===== config.mk =====
export PLATFORM = sky130hd
export DESIGN_NAME = lpx_line_gen
export DESIGN_NICKNAME = d
export VERILOG_FILES = /design/src/rtl/lpx_pkg.sv /design/src/rtl/lpx_spacing.sv /design/src/rtl/lpx_slope.sv /design/src/rtl/lpx_frame_pos.sv /design/src/rtl/lpx_line_gen.sv
export SDC_FILE = /design/constraint.sdc
export NUM_CORES = 1
export LEC_CHECK = 0
export BUFFER_PORTS_ARGS = -buffer_cell sky130_fd_sc_hd__buf_2
export CORE_AREA = 10 10 83 85
export CTS_BUF_LIST = sky130_fd_sc_hd__clkbuf_4 sky130_fd_sc_hd__clkbuf_8
export DETAILED_ROUTE_END_ITERATION = 16
export DIE_AREA = 0 0 93 95
export GPL_ROUTABILITY_DRIVEN = 0
export MAX_ROUTING_LAYER = met4
export PLACE_DENSITY = 0.66
export SYNTH_ARGS = -nofsm -noshare
export SYNTH_HDL_FRONTEND = slang
export SYNTH_SLANG_ARGS = --single-unit
export TNS_END_PERCENT = 20

===== constraint.sdc =====
create_clock -name clk -period 3.3 [get_ports clk]
set_input_delay 0.66 -clock clk [delete_from_list [all_inputs] [get_ports clk]]
set_output_delay 0.66 -clock clk [all_outputs]
set_load 0.01 [all_outputs]

===== src/rtl/lpx_pkg.sv =====
package lpx_pkg;
  typedef enum logic {
    TRACE_LINE = 1'b0,
    TRACE_ARC  = 1'b1
  } trace_e;
endpackage


===== src/rtl/lpx_spacing.sv =====
// Gap to the next lit position, with fractional carry folded into the sum.
module lpx_spacing #(
  parameter int SCR_W   = 16,
  parameter int FRAC_W  = 4,
  parameter int SLOPE_W = FRAC_W + 2,
  parameter int GAP_W   = 5
) (
  input  logic [SLOPE_W-1:0] slope_cur,
  input  logic [FRAC_W-1:0]  acc_cur,
  output logic [GAP_W-1:0]   gap,
  output logic [FRAC_W-1:0]  acc_next
);
  localparam int SUM_W = GAP_W + FRAC_W;

  logic [SUM_W-1:0] base_term, slope_term, acc_term, total;

  assign base_term  = SUM_W'(SCR_W) << FRAC_W;
  assign slope_term = {{(SUM_W-SLOPE_W){slope_cur[SLOPE_W-1]}}, slope_cur};
  assign acc_term   = {{(SUM_W-FRAC_W){1'b0}}, acc_cur};
  assign total      = base_term + slope_term + acc_term;
  assign gap        = total[SUM_W-1:FRAC_W];
  assign acc_next   = total[FRAC_W-1:0];
endmodule


===== src/rtl/lpx_slope.sv =====
// Working slope register: loaded at frame start, stepped in arc mode, held within +/-1.
module lpx_slope #(
  parameter int FRAC_W  = 4,
  parameter int SLOPE_W = FRAC_W + 2
) (
  input  logic               clk,
  input  logic               rst,
  input  logic               load,
  input  logic [SLOPE_W-1:0] load_val,
  input  logic               step_en,
  input  logic [SLOPE_W-1:0] step_val,
  output logic [SLOPE_W-1:0] slope_cur
);
  localparam int ONE = 2 ** FRAC_W;
  localparam logic signed [SLOPE_W:0]   LIM_HI = (SLOPE_W+1)'(ONE);
  localparam logic signed [SLOPE_W:0]   LIM_LO = -LIM_HI;
  localparam logic signed [SLOPE_W-1:0] M_MAX  = SLOPE_W'(ONE);
  localparam logic signed [SLOPE_W-1:0] M_MIN  = -M_MAX;

  logic signed [SLOPE_W-1:0] m_q;
  logic signed [SLOPE_W:0]   load_ext, stepped;

  function automatic logic signed [SLOPE_W-1:0] sat(input logic signed [SLOPE_W:0] v);
    if (v > LIM_HI)      sat = M_MAX;
    else if (v < LIM_LO) sat = M_MIN;
    else                 sat = v[SLOPE_W-1:0];
  endfunction

  assign load_ext = $signed({load_val[SLOPE_W-1], load_val});
  assign stepped  = $signed({m_q[SLOPE_W-1], m_q}) + $signed({step_val[SLOPE_W-1], step_val});

  always_ff @(posedge clk) begin
    if (rst)          m_q <= '0;
    else if (load)    m_q <= sat(load_ext);
    else if (step_en) m_q <= sat(stepped);
  end

  assign slope_cur = m_q;


  slope_bound_chk: assert property (@(posedge clk) disable iff (rst)
    (m_q >= M_MIN) && (m_q <= M_MAX));
endmodule


===== src/rtl/lpx_frame_pos.sv =====
// Linear position tracker: opens a window at frame start, closes it after the last position.
module lpx_frame_pos #(
  parameter int NPIX  = 192,
  parameter int POS_W = 8
) (
  input  logic clk,
  input  logic rst,
  input  logic restart,
  output logic in_frame
);
  localparam logic [POS_W-1:0] LAST = POS_W'(NPIX - 1);

  logic [POS_W-1:0] pos_q;
  logic             open_q;

  always_ff @(posedge clk) begin
    if (rst) begin
      pos_q  <= '0;
      open_q <= 1'b0;
    end else if (restart) begin
      pos_q  <= '0;
      open_q <= 1'b1;
    end else if (open_q) begin
      if (pos_q == LAST) open_q <= 1'b0;
      else               pos_q  <= pos_q + POS_W'(1);
    end
  end

  assign in_frame = open_q;


  frame_close_chk: assert property (@(posedge clk) disable iff (rst)
    (open_q && !restart && pos_q == LAST) |=> !open_q);
endmodule


===== src/rtl/lpx_line_gen.sv =====
module lpx_line_gen #(
  parameter int SCR_W  = 16,
  parameter int SCR_H  = 12,
  parameter int FRAC_W = 4,
  localparam int NPIX    = SCR_W * SCR_H,
  localparam int POS_W   = $clog2(NPIX),
  localparam int CNT_W   = $clog2(NPIX + 1),
  localparam int SLOPE_W = FRAC_W + 2
) (
  input  logic               clk,
  input  logic               rst,
  input  logic               frame_start,
  input  logic [POS_W-1:0]   start_pos,
  input  logic [SLOPE_W-1:0] slope,
  input  logic               arc_en,
  input  logic [SLOPE_W-1:0] arc_step,
  input  logic [CNT_W-1:0]   pix_count,
  output logic               pix_on
);
  import lpx_pkg::*;

  localparam int GAP_W = $clog2(SCR_W + 2);

  logic [POS_W-1:0]   gap_cnt;
  logic [CNT_W-1:0]   left_q;
  logic [FRAC_W-1:0]  acc_q, acc_next;
  logic [SLOPE_W-1:0] step_q, slope_cur;
  logic [GAP_W-1:0]   gap;
  trace_e             mode_q;
  logic               in_frame, hit;

  lpx_frame_pos #(.NPIX(NPIX), .POS_W(POS_W)) u_pos (
    .clk(clk), .rst(rst), .restart(frame_start), .in_frame(in_frame));

  lpx_slope #(.FRAC_W(FRAC_W), .SLOPE_W(SLOPE_W)) u_slope (
    .clk(clk), .rst(rst), .load(frame_start), .load_val(slope),
    .step_en(hit && mode_q == TRACE_ARC), .step_val(step_q),
    .slope_cur(slope_cur));

  lpx_spacing #(.SCR_W(SCR_W), .FRAC_W(FRAC_W), .SLOPE_W(SLOPE_W), .GAP_W(GAP_W)) u_gap (
    .slope_cur(slope_cur), .acc_cur(acc_q), .gap(gap), .acc_next(acc_next));

  assign hit = in_frame && (left_q != '0) && (gap_cnt == '0);

  always_ff @(posedge clk) begin
    if (rst) begin
      pix_on  <= 1'b0;
      gap_cnt <= '0;
      left_q  <= '0;
      acc_q   <= '0;
      step_q  <= '0;
      mode_q  <= TRACE_LINE;
    end else if (frame_start) begin
      pix_on  <= 1'b0;
      gap_cnt <= start_pos;
      left_q  <= pix_count;
      acc_q   <= '0;
      step_q  <= arc_step;
      mode_q  <= arc_en ? TRACE_ARC : TRACE_LINE;
    end else begin
      pix_on <= hit;
      if (hit) begin
        left_q  <= left_q - CNT_W'(1);
        gap_cnt <= POS_W'(gap) - POS_W'(1);
        acc_q   <= acc_next;
      end else if (gap_cnt != '0) begin
        gap_cnt <= gap_cnt - POS_W'(1);
      end
    end
  end


  reset_quiet_chk: assert property (@(posedge clk) rst |=> !pix_on);


  restart_quiet_chk: assert property (@(posedge clk) disable iff (rst)
    frame_start |=> !pix_on);


  budget_spent_chk: assert property (@(posedge clk) disable iff (rst)
    (!frame_start && left_q == '0) |=> !pix_on);


  gap_range_chk: assert property (@(posedge clk) disable iff (rst)
    hit |-> (gap >= GAP_W'(SCR_W - 1) && gap <= GAP_W'(SCR_W + 1)));
endmodule


==> impl_metrics.py <==
metrics = {
    "run_status": {
        "outcome": "completed",
    },
    "finish": {
        "finish.utilization_pct": 53.4,
        "n_antenna_cell": 0,
        "final_cell_mix": "43 x dfxtp_1, 38 x nor2_1, 33 x nand2_1, 32 x buf_2, 22 x a21oi_1",
        "syn2layout_area_growth_pct": 11.3,
        "stdcell_count": 403,
        "nets": 380,
        "layout_commonest_cell": "dfxtp_1",
        "drive_above_1_share_pct": 14.8,
    },
    "worst_setup_path": {
        "ff2ff_setup_slack_ps": 780,
        "path_max_fanout": 4,
        "crit_type": "flip-flop to flip-flop",
        "r2r-start": "u_slope.slope_cur[0]$_SDFFE_PP0P_",
        "crit_buf_inv": 0,
        "cp-startpoint": "u_slope.slope_cur[0]$_SDFFE_PP0P_",
        "r2r-end": "gap_cnt[4]$_SDFFE_PP0P_",
        "cp.arrival_ps": 2710,
        "critical-path-top-delay-family": "adder cells",
        "crit_path_cell_trace": "ha_1 > fa_1 > a21o_1 > a21oi_1 > xnor2_1 > ha_1 > a21boi_0 > o221ai_1 > nor3b_1",
        "end_kind": "flip-flop",
        "crit_top_cell": "ha_1",
        "max_stage_delay_ps": 410,
        "worst_setup_path_start_kind": "flip-flop",
        "rr_worst_depth": 9,
        "critical_path_required_ps": 3490,
        "cp_slowest_cell": "fa_1",
    },
    "place": {
        "placed_cells": 396,
        "dp_hpwl_um": 4200,
        "port_buffers": 32,
    },
    "power_and_ir_drop": {
        "power_density_nw_per_um2": 419,
        "peakVddDrop_mv": 0.173,
        "leakagePower_uw": 0.00120,
    },
    "sta": {
        "min_period_ps": 2520,
        "whs_ps": 465,
        "hold_viol_final": 0,
        "min_period_over_period_pct": 76.3,
        "setup_violations": 0,
        "drv_slew": 0,
        "rsz0062_at_grt": "false",
        "fin_worst_skew_ps": 2.19,
        "final.setup.tns_ps": 0,
        "fmax_mhz": 397,
        "worstMarginPinSlew_ps": 640,
        "max_slew_margin_pct": 56.8,
    },
    "synthesis": {
        "avgSynthCellArea_um2": 8.46,
        "synth_ff_type": "dfxtp_1",
        "syn-cell-area_um2": 2560,
        "synthCells": 303,
        "ys_seq_area_share_pct": 33.6,
        "yosys_warnings": 0,
        "synth_fp_nets": 352,
        "synth_edf_count": 0,
        "synth-seq-cells": 43,
        "synthDistinctLibCells": 53,
        "synthArstFlopShare_pct": 0,
    },
    "hold_path": {
        "min_to": "acc_q[0]$_SDFFE_PP0P_",
        "min_path_cells": 2,
        "hold_class": "flip-flop to flip-flop",
        "min-delay-start": "acc_q[0]$_SDFFE_PP0P_",
    },
    "cts": {
        "cts_tree": "built",
        "post_cts_buffers": 0,
        "cts_buffer_depth": 2,
        "postCtsResizedCells": 0,
        "clkSinkCount": 43,
        "hold_buffers": 0,
        "cts-buffers-inserted": 5,
        "root_buffer": "clkbuf_8",
        "cts_htree_levels": 2,
        "clk_latency_ps": 290,
        "cts.clk_slew.worst_paths_ps": 80,
    },
    "route": {
        "drc": 0,
        "vias_per_cell": 5.35,
        "first_pass_iters": 4,
        "first_iter_violations": 63,
        "vias": 2157,
        "drtAntennaViolNets": 0,
        "wl_per_cell_um": 13.9,
        "wirelength_um": 5600,
    },
    "floorplanning": {
        "coreArea_um2": 5340,
        "start_util_pct": 48.0,
        "die_y_um": 95,
        "io_pins": 33,
        "rows": 27,
        "dieArea_um2": 8840,
        "die_w_um": 93,
    },
    "run": {
        "maxCapViolations": 0,
    },
    "global_routing": {
        "grt_start_max_net_pins": 27,
        "grt.overflow.total": 0,
        "grt_pass1_vias": 2206,
        "grt_pass1_wl_um": 9960,
        "grt_antenna_before_repair": 0,
        "track_usage_pct": 14.1,
    },
}
-- where the power goes --
group / switching [uW] / internal, uW / leakage (uW)
sequential: 32.1 / 551 / 0.000353
clock: 174 / 164 / 0.0000470
combinational: 151 / 123 / 0.000802
total: 357 / 838 / 0.00120
-- cell type report --
class | count | area, um^2
fill | 552 | 2480
multi-input combinational | 235 | 1590
sequential | 43 | 861
timing repair buffer | 34 | 175
tap | 72 | 90.1
clock buffer | 6 | 82.6
inverter | 12 | 45.0
clock inverter | 1 | 5.00
-- cell families after synthesis --
family          synth area share, %
buf+inv                        4.20
flops                          33.6
mux                            4.35
compound gates                 18.0
xor+xnor                       9.57
simple gates                   21.4
fa+ha+maj                      8.89
-- flip-flops by register name (all words and copies together), names as in the netlist --
register	cells
gap_cnt	8
left_q	8
u_pos.pos_q	8
step_q	6
u_slope.slope_cur	6
acc_q	4
mode_q	1
pix_on	1
u_pos.in_frame	1
-- worst max-delay path by stage --
stage / depth (start not counted) / slack, ps / end
after floorplan: 9 / 1060 / gap_cnt[4]$_SDFFE_PP0P_
after global placement: 9 / 850 / gap_cnt[4]$_SDFFE_PP0P_
after detailed placement: 9 / 790 / gap_cnt[4]$_SDFFE_PP0P_
after CTS: 9 / 770 / gap_cnt[4]$_SDFFE_PP0P_
after global routing: 9 / 640 / gap_cnt[4]$_SDFFE_PP0P_
final: 9 / 780 / gap_cnt[4]$_SDFFE_PP0P_
-- synth_stat cells, types with 3 or more instances --
master	n	area [um^2]
clkbuf_1	9	33.8
nand3_1	4	20.0
a21oi_1	22	110
nand2b_1	6	37.5
xor2_1	16	140
o2bb2ai_1	3	26.3
o21ai_0	5	25.0
a211oi_1	8	60.1
a21o_1	4	30.0
o211ai_1	3	22.5
nor4_1	5	31.3
dfxtp_1	43	861
nand4_1	4	25.0
nor3b_1	4	30.0
nor2_1	38	143
xnor2_1	12	105
or3_1	4	25.0
nand2_1	33	124
ha_1	15	188
nor3_1	5	25.0
mux2i_1	10	100
inv_1	12	45.0
-- worst register-to-register path, stage by stage (launching register included) --
cell and delay, ps:
dfxtp_1 350, ha_1 220, fa_1 410, a21o_1 170
a21oi_1 310, xnor2_1 210, ha_1 230, a21boi_0 210
o221ai_1 150, nor3b_1 160
-- metrics by stage --
step / total power, uW / setup slack (ps) / area (um^2)
after floorplan: 807 / 1060 / 2560
after global placement: 865 / 845 / 2770
after detailed placement: 868 / 789 / 2770
after CTS: 1200 / 773 / 2850
after global routing: 1280 / 635 / 2850
final: 1190 / 781 / 2850
-- metal layers --
| metal | vias to the layer above | GRT usage [%] | wire length (um) |
|---|---|---|---|
| met5 | - | - | 0 |
| met3 | 6 | 3.81 | 255 |
| met1 | 986 | 16.6 | 2620 |
| met4 | 0 | 4.63 | 65 |
| met2 | 34 | 22.9 | 2660 |
| li1 | 1131 | - | - |
Note: power is estimated with default switching activity, not from simulation.
